--- src/rtl/ledfm_pkg.sv ---
// Shared types for the LED fault and power mode controller.
// Assumes the mode encoding below is also decoded by the status logic.
package ledfm_pkg;
    typedef enum logic [2:0] {
        MD_RESET  = 3'd0,
        MD_SLEEP  = 3'd1,
        MD_ACTIVE = 3'd2,
        MD_THERM  = 3'd3,
        MD_HICCUP = 3'd4
    } ledfm_mode_e;

    typedef enum logic [1:0] {
        HP_DISCH  = 2'd0,
        HP_CHARGE = 2'd1,
        HP_RECOV  = 2'd2
    } ledfm_hphase_e;

    localparam int PCT_W       = 7;
    localparam int DERATE_FULL = 100;
endpackage

--- src/rtl/ledfm_run_timer.sv ---
// Run-length timer: counts consecutive cycles with run high.
// expire is high in the LIMIT-th consecutive run cycle; the count restarts after it.
// Assumes LIMIT >= 1.
module ledfm_run_timer #(
    parameter int unsigned LIMIT = 16
) (
    input  logic clk,
    input  logic rst_n,
    input  logic run,
    output logic expire
);
    localparam int unsigned CW = (LIMIT > 1) ? $clog2(LIMIT) : 1;
    localparam logic [CW-1:0] LAST = CW'(LIMIT - 1);

    logic [CW-1:0] cnt_q;

    assign expire = run && (cnt_q == LAST);

    // Count run cycles; clear on reset, idle or expiry.
    always_ff @(posedge clk) begin
        if (!rst_n || !run || expire) begin
            cnt_q <= '0;
        end else begin
            cnt_q <= cnt_q + 1'b1;
        end
    end
endmodule

--- src/rtl/ledfm_derate.sv ---
// Thermal derating: reports the peak current scale in percent.
// Assumes code counts full temperature steps above the derating threshold.
module ledfm_derate #(
    parameter int CODE_W = 3,
    parameter int STEP   = 3
) (
    input  logic                       en,
    input  logic [CODE_W-1:0]          code,
    output logic [ledfm_pkg::PCT_W-1:0] pct
);
    import ledfm_pkg::*;

    // Subtract one step per code unit while derating is in force.
    always_comb begin
        if (en) begin
            pct = PCT_W'(DERATE_FULL - STEP * int'(code));
        end else begin
            pct = PCT_W'(DERATE_FULL);
        end
    end
endmodule

--- src/rtl/ledfm_chan_gate.sv ---
// Per-string enable gating. Holds the fault masks of one retry episode.
// Assumes latch_en is high exactly while the next mode is Hiccup.
module ledfm_chan_gate #(
    parameter int NCH = 3
) (
    input  logic           clk,
    input  logic           rst_n,
    input  logic           latch_en,
    input  logic           run_ok,
    input  logic [NCH-1:0] ovp_now,
    input  logic [NCH-1:0] short_now,
    input  logic           glob_now,
    output logic [NCH-1:0] ch_en
);
    logic glob_q;

    // Remember a chip-wide fault for the whole episode.
    always_ff @(posedge clk) begin
        if (!rst_n || !latch_en) begin
            glob_q <= 1'b0;
        end else begin
            glob_q <= glob_q | glob_now;
        end
    end

    for (genvar n = 0; n < NCH; n++) begin : g_str
        logic kill_q;

        // Remember a string fault for the whole episode.
        always_ff @(posedge clk) begin
            if (!rst_n || !latch_en) begin
                kill_q <= 1'b0;
            end else begin
                kill_q <= kill_q | ovp_now[n] | short_now[n];
            end
        end

        assign ch_en[n] = run_ok && !kill_q && !ovp_now[n] && !short_now[n]
                          && !glob_q && !glob_now;
    end
endmodule

--- src/rtl/ledfm_mode_ctrl.sv ---
// Operating mode controller of a multi-string LED driver.
// Sequences Reset, Sleep, Active, Adaptive thermal and Hiccup modes, gates the
// per-string enables, requests the shared open-drain interrupt and emits set
// pulses for the status register. Assumes all inputs are synchronous to clk.
module ledfm_mode_ctrl #(
    parameter int          NCH       = 3,
    parameter int          TCODE_W   = 3,
    parameter int unsigned SLEEP_CYC = 32_000_000,
    parameter int unsigned RECOV_CYC = 6_400
) (
    input  logic               clk,
    input  logic               rst_n,
    input  logic               por,
    input  logic               uvlo,
    input  logic [NCH-1:0]     ovp_flag,
    input  logic [NCH-1:0]     short_flag,
    input  logic               ocp_flag,
    input  logic               temp_hot,
    input  logic               temp_crit,
    input  logic [TCODE_W-1:0] temp_code,
    input  logic               adapt_en,
    input  logic               hic_done,
    input  logic [NCH-1:0]     pwm_eff,
    output logic [NCH-1:0]     ch_en,
    output logic               int_pull,
    output logic               hic_charge,
    output logic [NCH-1:0]     ovp_set,
    output logic [NCH-1:0]     short_set,
    output logic               ocp_set,
    output logic               therm_set,
    output logic [6:0]         derate_pct,
    output logic [2:0]         mode
);
    import ledfm_pkg::*;

    ledfm_mode_e   md_q, md_d;
    ledfm_hphase_e hp_q, hp_d;
    logic          therm_q;
    logic          idle_exp, rec_exp;

    wire pwm_any   = |pwm_eff;
    wire glob_now  = ocp_flag | temp_crit;
    wire fault_now = (|ovp_flag) | (|short_flag) | glob_now;
    wire fault_pend = fault_now | (therm_q & temp_hot);
    wire running   = (md_q == MD_ACTIVE) || (md_q == MD_THERM);
    wire watch     = running || (md_q == MD_HICCUP);
    wire in_recov  = (md_q == MD_HICCUP) && (hp_q == HP_RECOV);

    // Next mode and retry phase.
    always_comb begin
        md_d = md_q;
        hp_d = hp_q;
        unique case (md_q)
            MD_RESET: if (!por) md_d = MD_SLEEP;
            MD_SLEEP: if (pwm_any && !uvlo) md_d = MD_ACTIVE;
            MD_ACTIVE, MD_THERM: begin
                if (uvlo) begin
                    md_d = MD_SLEEP;
                end else if (fault_now) begin
                    md_d = MD_HICCUP;
                    hp_d = HP_DISCH;
                end else if (idle_exp) begin
                    md_d = MD_SLEEP;
                end else if (md_q == MD_ACTIVE && temp_hot && adapt_en) begin
                    md_d = MD_THERM;
                end else if (md_q == MD_THERM && !(temp_hot && adapt_en)) begin
                    md_d = MD_ACTIVE;
                end
            end
            MD_HICCUP: begin
                unique case (hp_q)
                    HP_DISCH:  if (!hic_done) hp_d = HP_CHARGE;
                    HP_CHARGE: if (hic_done) hp_d = fault_pend ? HP_DISCH : HP_RECOV;
                    HP_RECOV: begin
                        if (fault_pend) hp_d = HP_DISCH;
                        else if (rec_exp) md_d = MD_ACTIVE;
                    end
                    default:   hp_d = HP_DISCH;
                endcase
            end
            default: md_d = MD_RESET;
        endcase
        if (por) md_d = MD_RESET;
    end

    // Mode and phase registers.
    always_ff @(posedge clk) begin
        if (!rst_n) begin
            md_q <= MD_RESET;
            hp_q <= HP_DISCH;
        end else begin
            md_q <= md_d;
            hp_q <= hp_d;
        end
    end

    // Remember that the episode was caused by a critical temperature.
    always_ff @(posedge clk) begin
        if (!rst_n || md_d != MD_HICCUP) begin
            therm_q <= 1'b0;
        end else begin
            therm_q <= therm_q | temp_crit;
        end
    end

    ledfm_run_timer #(.LIMIT(SLEEP_CYC)) u_idle (
        .clk    (clk),
        .rst_n  (rst_n),
        .run    (running && !pwm_any),
        .expire (idle_exp)
    );

    ledfm_run_timer #(.LIMIT(RECOV_CYC)) u_recov (
        .clk    (clk),
        .rst_n  (rst_n),
        .run    (in_recov && !fault_pend),
        .expire (rec_exp)
    );

    ledfm_chan_gate #(.NCH(NCH)) u_gate (
        .clk       (clk),
        .rst_n     (rst_n),
        .latch_en  (md_d == MD_HICCUP),
        .run_ok    (watch),
        .ovp_now   (ovp_flag),
        .short_now (short_flag),
        .glob_now  (glob_now),
        .ch_en     (ch_en)
    );

    ledfm_derate #(.CODE_W(TCODE_W), .STEP(3)) u_derate (
        .en   (md_q == MD_THERM),
        .code (temp_code),
        .pct  (derate_pct)
    );

    assign int_pull   = (md_q == MD_HICCUP) || (running && fault_now);
    assign hic_charge = (md_q == MD_HICCUP) && (hp_q != HP_DISCH);
    assign ovp_set    = ovp_flag & {NCH{watch}};
    assign short_set  = short_flag & {NCH{watch}};
    assign ocp_set    = ocp_flag & watch;
    assign therm_set  = temp_crit & watch;
    assign mode       = md_q;
endmodule

--- config.mk ---
export PLATFORM = sky130hd
export DESIGN_NAME = ledfm_mode_ctrl
export DESIGN_NICKNAME = d
export VERILOG_FILES = /design/src/rtl/ledfm_pkg.sv /design/src/rtl/ledfm_run_timer.sv /design/src/rtl/ledfm_derate.sv /design/src/rtl/ledfm_chan_gate.sv /design/src/rtl/ledfm_mode_ctrl.sv
export SDC_FILE = /design/constraint.sdc
export NUM_CORES = 1
export LEC_CHECK = 0
export ABC_AREA = 1
export CAP_MARGIN = 20
export CORE_ASPECT_RATIO = 0.7
export CORE_MARGIN = 4
export CORE_UTILIZATION = 35
export CTS_CLUSTER_SIZE = 8
export DETAILED_ROUTE_END_ITERATION = 7
export MAX_ROUTING_LAYER = met4
export PLACE_DENSITY = 0.59
export SYNTH_ARGS = -nofsm -noshare
export SYNTH_HDL_FRONTEND = slang
export SYNTH_SLANG_ARGS = --single-unit
--- constraint.sdc ---
create_clock -name clk -period 4.4 [get_ports clk]
set_input_delay 1.1 -clock clk [delete_from_list [all_inputs] [get_ports clk]]
set_output_delay 1.1 -clock clk [all_outputs]
set_load 0.03 [all_outputs]
==> results of run 1 <==
metrics by stage:
step                      utilization [%]  cells  setup slack [ns]  total power (W)  hold WS (ns)
after CTS                            44.8    538             0.162         0.000780         0.457
after global placement               43.6    530             0.209         0.000508         0.432
final                                44.8    538             0.172         0.000767         0.451
after global routing                 44.8    538            0.0415         0.000804         0.490
after detailed placement             43.6    530             0.175         0.000509         0.437
after floorplan                         -    394             0.646         0.000477         0.418
logic make-up after synthesis:
family,Yosys count,share of synthesized area (%)
and+or+nand+nor,230,41.1
buffers and inverters,62,9.29
adders and majority gates,7,3.46
AOI/OAI and AO/OA,30,5.92
DFF,48,35.0
other,1,0.136
xor gates and xnor gates,16,5.10
cell type report:
cell class | instances | area [um2]
repair buffers | 42 | 413
clock buffers | 5 | 68.8
well taps | 98 | 123
clock inverters | 3 | 23.8
inverters | 58 | 218
fillers | 766 | 4110
flip-flops and latches | 48 | 961
multi-input cells | 284 | 1530
registers in the layout, summed over array words and instances, names as in the netlist:
name / flops
u_gate.glob_q: 1
u_recov.cnt_q: 13
mode: 3
hp_q: 2
therm_q: 1
u_gate.g_str.kill_q: 3
u_idle.cnt_q: 25
power groups by stage:
stage          clock network, W   logic, W  registers, W
2_1_floorplan                 0  0.0000291      0.000448
3_3_place_gp                  0  0.0000604      0.000447
3_5_place_dp                  0  0.0000614      0.000447
4_1_cts                0.000281  0.0000619      0.000437
5_1_grt                0.000298  0.0000690      0.000437
6_report               0.000269  0.0000615      0.000437
cell usage in the layout (no fill, tap or decap), types with 4 or more instances in the layout:
master | netlist | layout
clkbuf_8 | 0 | 5
nor3_1 | 19 | 19
xnor2_1 | 7 | 7
o21ai_0 | 8 | 8
nand2_1 | 65 | 65
nor2_1 | 89 | 89
nand3_1 | 14 | 14
xor2_1 | 9 | 9
nor2_2 | 7 | 7
dfxtp_1 | 48 | 48
nor2_4 | 4 | 4
clkdlybuf4s50_1 | 0 | 39
a21oi_1 | 14 | 14
nor3b_2 | 5 | 5
nor4_1 | 4 | 4
nand4_1 | 7 | 7
inv_1 | 56 | 56
ha_1 | 6 | 6
layer usage:
layer / wire [um] / global-route usage, % / up-vias
li1: - / - / 1327
met1: 3150 / 19.0 / 1033
met2: 2240 / 20.7 / 44
met3: 330 / 3.06 / 6
met4: 55 / 3.56 / 0
met5: 0 / - / -
worst max-delay path, stage by stage:
cell and delay [ns]:
clkdlybuf4s50_1 0.51, ha_1 0.27, fa_1 0.39, xnor2_1 0.29, o21a_1 0.19, o21ai_0 0.07, a21oi_1 0.14, buf_4 0.18
final timing paths:
check	startpoint	to	slack [ns]	depth (start not counted)
worst min-delay path	u_recov.cnt_q[0]	u_recov.cnt_q[0]	0.45	1
worst min register to register	u_recov.cnt_q[0]	u_recov.cnt_q[0]	0.45	1
worst max register to register	u_idle.cnt_q[0]	u_idle.cnt_q[17]	2.46	10
worst max-delay path	temp_code[0]	derate_pct[4]	0.17	8
==> results summary, run 1 <==
The post-route standard cell area excluding fillers is 0.00334 mm2. The most common flop cell mapped by yosys is dfxtp_1. The cell area reported after detailed placement came out at 0.00325 mm2. Based on the critical path, the design can be clocked at up to 237 MHz. The gate count of the mapped netlist is 394. The net count of the finished layout is 467. The wire length of the first global-routing pass is 10300 um.

The core region is 0.00745 mm2. The number of remaining DRC errors came out at 0. The area overhead of the layout relative to synthesis is 21.5%. STA classifies the critical path endpoint as a primary output. The most common cell in the synthesized netlist is nor2_1. In the final routed layout, each cell accounts on average for 10.7 um. The share of power burned in registers is 56.9%.

The worst setup skew after layout is 0.00710 ns. The clock insertion delay at the later pin of the skew report is 0.30 ns. The routed wire length came out at 5780 um.

In the post-synthesis netlist, the biggest area contributors are dfxtp_1, nor2_1, nand2_1. The min-delay analysis places its worst path in the category reg -> reg. The mean post-synth cell area is 6.97 um2. By startpoint and endpoint, the worst setup path is classified as in -> out. The aggregate negative setup slack came out at 0 ns.

The share of synthesized flip-flops with an asynchronous set or reset came out at 0%. For this run the aggregate overflow at the end of global routing stands at 0. The die is 82.1 um tall. The detail-routed via count per cell came out at 4.48.

The ratio of total power to cell area came out at 230 mW/mm2. The number of max-cap violations came out at 0. The part of the power in combinational logic came out at 8.0%. Sequential elements use 35.0% of the synthesized area.

The clock buffer count from CTS came out at 5. The signal arrival time at the worst endpoint is 3.13 ns. Ranked by instance count, the synthesized netlist is headed by nor2_1, nand2_1, inv_1, dfxtp_1, nor3_1.

CTS placed an instance of clkbuf_8 at the clock tree root. The post-CTS repair timing setup buffer count came out at 0. Of the available clock period, the critical path in the final layout requires 96.1%. The highest ir drop seen on vdd is 0.129 mV. After layout, the minimum clock period comes to 4.23 ns. In this run the number of H-tree levels came out at 2.

The number of antenna violations at the first check in global routing is 0. The cell-internal power came out at 0.000578 W. In this run the deepest clock path goes through 2 buffers. The initial detailed-routing violation count came out at 92. The part of the power in the clock network came out at 35.0%.

The global-route usage over all layers came out at 13.8%. The detailed placement HPWL is 4590 um. The maximum number of pins on one net before global-route repair is 24.

The number of nets handed over by synthesis was 422. The congestion estimate from routability-driven global placement came to 0.839. The number of antenna repair diodes came out at 0.

In this run the cell area of the synthesized design comes to 0.00275 mm2. For this configuration, the core starts out at a cell density of 36.9%. The flow ran to the end, and the final reports show no timing, DRC or antenna violations. The proportion of layout cells with a drive suffix above 1 came out at 10.0%. The share of the synthesized area in the top cell type is 35.0%. The highest net fanout along the worst path is 5. TritonCTS built the clock tree. The post-synthesis register bit count came out at 48. The proportion of total power due to net switching came out at 24.6%.

The synthesized design contains 0 enable-type register cells. Setup repair after global routing left no endpoint under its margin. The number of warning messages in the yosys log is 0. The leakage power figure is 1.30 nW.

The I/O pin total came out at 44. In this run the remaining antenna-violating nets after routing total 0. The site row count came out at 26. The overall via count from detail_route is 2410. Summed over all instances, the cell type with the most area after synthesis is dfxtp_1.

Buffers placed on the I/O ports in this run total 42. The overall die area is 0.00935 mm2. The total count of max-transition violations in the final report was 0. Setup violations remaining at the end of the flow were counted as 0. The critical path data required time is 3.30 ns. Clock-pin slew was measured on the worst setup and hold paths at 0.10 ns.

The post-cts hold buffer count came out at 0. The power dissipated by switching net loads is 0.000189 W. STA classifies the critical path startpoint as an input pin. The final number of hold-violating endpoints was 0. The die span in x is 114 um. The post-synthesis cell type count is 35. The number of optimization iterations in the first detailed-route pass came out at 4. The via count of the first global-routing pass is 2313. Post-CTS repair changed the size of 0 cells. The clock sink total is 48.
Power figures use the tool's default switching activity.
==> run 2, diff against run 1 <==
--- a/config.mk
+++ b/config.mk
@@ -10,9 +10,10 @@
 export CORE_ASPECT_RATIO = 0.7
 export CORE_MARGIN = 4
-export CORE_UTILIZATION = 35
+export CORE_UTILIZATION = 45
 export CTS_CLUSTER_SIZE = 8
 export DETAILED_ROUTE_END_ITERATION = 7
 export MAX_ROUTING_LAYER = met4
-export PLACE_DENSITY = 0.59
+export PLACE_DENSITY = 0.72
+export RECOVER_POWER = 100
 export SYNTH_ARGS = -nofsm -noshare
 export SYNTH_HDL_FRONTEND = slang
==> constraint.sdc (replaced) <==
create_clock -name clk -period 4.4 [get_ports clk]
set_input_delay 1.1 -clock clk [delete_from_list [all_inputs] [get_ports clk]]
set_output_delay 1.1 -clock clk [all_outputs]
set_load 0.1 [all_outputs]
==> results summary, run 2 (same netlist as run 1, synthesis figures left out) <==
The wire length of the first global-routing pass came out at 10100 um. The smallest setup slack after layout is 0.146 ns. The critical path's slowest cell is clkdlybuf4s50_1. The flow ran to the end, and the final reports show no timing, DRC or antenna violations. Wires add up to 5980 um.

The detail-routed via count per cell came out at 4.75. Clock-pin slew was measured on the worst setup and hold paths at 0.08 ns. The I/O pin total came out at 44. The signal arrival time at the worst endpoint is 3.15 ns. The clock buffer count from CTS came out at 5. The standard cell core area is 0.00581 mm2.

The detailed placement HPWL is 4720 um. Leaving out fill and tap cells, the most frequent cell in the layout is nor2_1. The tool flagged a number of max-cap violations equal to 0.

Ranked by flip-flop count, first place goes to u_idle.cnt_q. The end point of the most critical hold path is u_recov.cnt_q[0]. The via count of the first global-routing pass is 2260. The wire length per cell is 11.6 um.

The clock insertion delay at the later pin of the skew report is 0.29 ns. The global-route usage over all layers came out at 17.1%. In the final layout, the registers with the most flip-flops are u_idle.cnt_q x25, u_recov.cnt_q x13. The tightest slew margin relative to the limit came out at 18.8%. The remaining global-route overflow came out at 0. Setup violations remaining at the end of the flow were counted as 0. The number of remaining DRC errors is 0.

From bottom edge to top edge, the die measures 73.4 um. Setup repair after global routing left no endpoint under its margin. The count of placed standard cells in the final layout, fillers left out came out at 517. The pre-antenna-repair detailed-routing pass consisted of 4 iterations. The peak per-stage delay on the critical path came out at 0.50 ns.

The worst setup slack after placement is 0.154 ns. The number of antenna violations at the first check in global routing came out at 0. The die covers 0.00744 mm2. The site row count is 23. The maximum number of pins on one net before global-route repair is 24. The routability congestion estimate is 0.853. The endpoint class of the critical path is a primary output.

The initial detailed-routing violation count is 83. The area overhead of the layout relative to synthesis is 18.5%. Once detail routing completed, the nets flagged for antenna violations numbered 0. The number of port buffers came out at 42. In this run the most critical hold path is launched from u_recov.cnt_q[0]. The critical path data required time came out at 3.30 ns.

Traced cell by cell, the critical path runs through clkdlybuf4s50_1 -> ha_1 -> fa_1 -> xnor2_1 -> o21a_1 -> o21ai_0 -> a21oi_2 -> buf_12. Together, buffers and inverters on the worst path number 2. CTS built an H-tree with a depth of 2. The final critical-path required period is 4.25 ns.

By startpoint and endpoint, the worst setup path is classified as in -> out. The worst register-to-register path begins at u_idle.cnt_q[0]. Counting cells, the worst reg-to-reg path comes to 10.

The initial standard-cell utilization of the core is 47.3%. The actual slew at the worst max-slew pin came out at 1.22 ns. The highest clock frequency the design can meet came out at 235 MHz. The highest net fanout along the worst path came out at 4. The number of antenna repair diodes came out at 0.

The total count of max-transition violations in the final report is 0. Cells fill 56.0% of the core in the end. The final number of hold-violating endpoints is 0. The worst setup skew after layout is 0.00298 ns. The maximum clock path buffer count is 2. The post-CTS repair timing setup buffer count came out at 0. The class of the tightest hold or removal check is reg -> reg. The library cells used most frequently in the layout, excluding fill and tap cells, are nor2_1, nand2_1, inv_1. For flop-to-flop paths, the worst setup slack is 2.20 ns.

The number of stages on the worst hold path came out at 1. TritonCTS built the clock tree. The final-stage net count came out at 469. The capture instance of the worst register-to-register path is u_idle.cnt_q[23]. The leakage power figure came out at 1.32 nW. Of the available clock period, the critical path in the final layout requires 96.7%.

The overall via count from detail_route is 2456. The die is 101 um wide. The register with the most flip-flops in the layout has 25 of them.

The clock sink total came out at 48. The worst-case IR drop observed on VDD is 0.210 mV. Dividing total power by cell area gives a power density of 240 mW/mm2.

The post-cts hold buffer count came out at 0. The kind of launch point of the worst setup path is an input pin. The count of instances resized after the clock tree is built came out at 0. The critical path's top delay family is buffers and inverters. Cells with a size suffix above 1 make up 9.28% of the layout. The root cell of the clock tree is clkbuf_8. Once placement completed, the tool counted placed cells totaling 509.
==> run 2: cell count changes in the layout (fill, tap and decap cells not counted), sizes merged <==
cell           before  now
clkbuf              5   21
buf                 3    7
dlygate4sd3         0    7
clkdlybuf4s50      39   17
clkinvlp            2    0
clkinv              1    0
==> run 2: worst reg2reg max path, stage by stage, from the launching register on <==
cell and delay (ns):
dfxtp_1 0.38, ha_1 0.19, nand2_2 0.08, nor2_4 0.15, nand2_4 0.09, nor2_8 0.13, nand4_4 0.12, nand2_1 0.63
inv_1 0.18, nand2_1 0.11, nor2_1 0.04
==> run 2: cell type report <==
type | count | area [um2]
Fill cell | 590 | 2560
Multi-Input combinational cell | 284 | 1500
Inverter | 58 | 218
Clock buffer | 8 | 90.1
Timing Repair Buffer | 44 | 397
Tap cell | 75 | 93.8
Sequential cell | 48 | 961
==> run 2: metal layers <==
| layer | track usage, % | wire length, um | vias up |
|---|---|---|---|
| li1 | - | - | 1330 |
| met1 | 23.9 | 3100 | 1085 |
| met2 | 25.9 | 2570 | 39 |
| met3 | 3.23 | 292 | 2 |
| met4 | 3.10 | 23 | 0 |
| met5 | - | 0 | - |
==> run 2: how the worst max path moves through the flow <==
stage                      start       endpoint  slack, ns  depth (start not counted)
floorplan                mode[2]       ch_en[0]      -1.00                          4
global placement    temp_code[1]  derate_pct[4]       0.25                          8
detailed placement  temp_code[1]  derate_pct[4]       0.15                          8
CTS                 temp_code[1]  derate_pct[4]       0.15                          8
global route        temp_code[1]  derate_pct[4]      0.002                          8
finish              temp_code[1]  derate_pct[4]       0.15                          8
==> run 2: report_power, final <==
| group | internal, W | total (W) | switching (W) |
|---|---|---|---|
| combinational | 0.0000305 | 0.0000765 | 0.0000460 |
| sequential | 0.000435 | 0.000437 | 0.00000167 |
| clock | 0.000128 | 0.000267 | 0.000139 |
| total | 0.000594 | 0.000781 | 0.000186 |
==> run 2: metrics by stage <==
step                area, um2  hold slack, ns  power [W]  setup TNS, ns
floorplan                2770           0.418   0.000492          -3.26
global placement         3300           0.432   0.000524              0
detailed placement       3300           0.443   0.000526              0
CTS                      3390           0.455   0.000790              0
global route             3260           0.484   0.000814              0
finish                   3260           0.454   0.000781              0
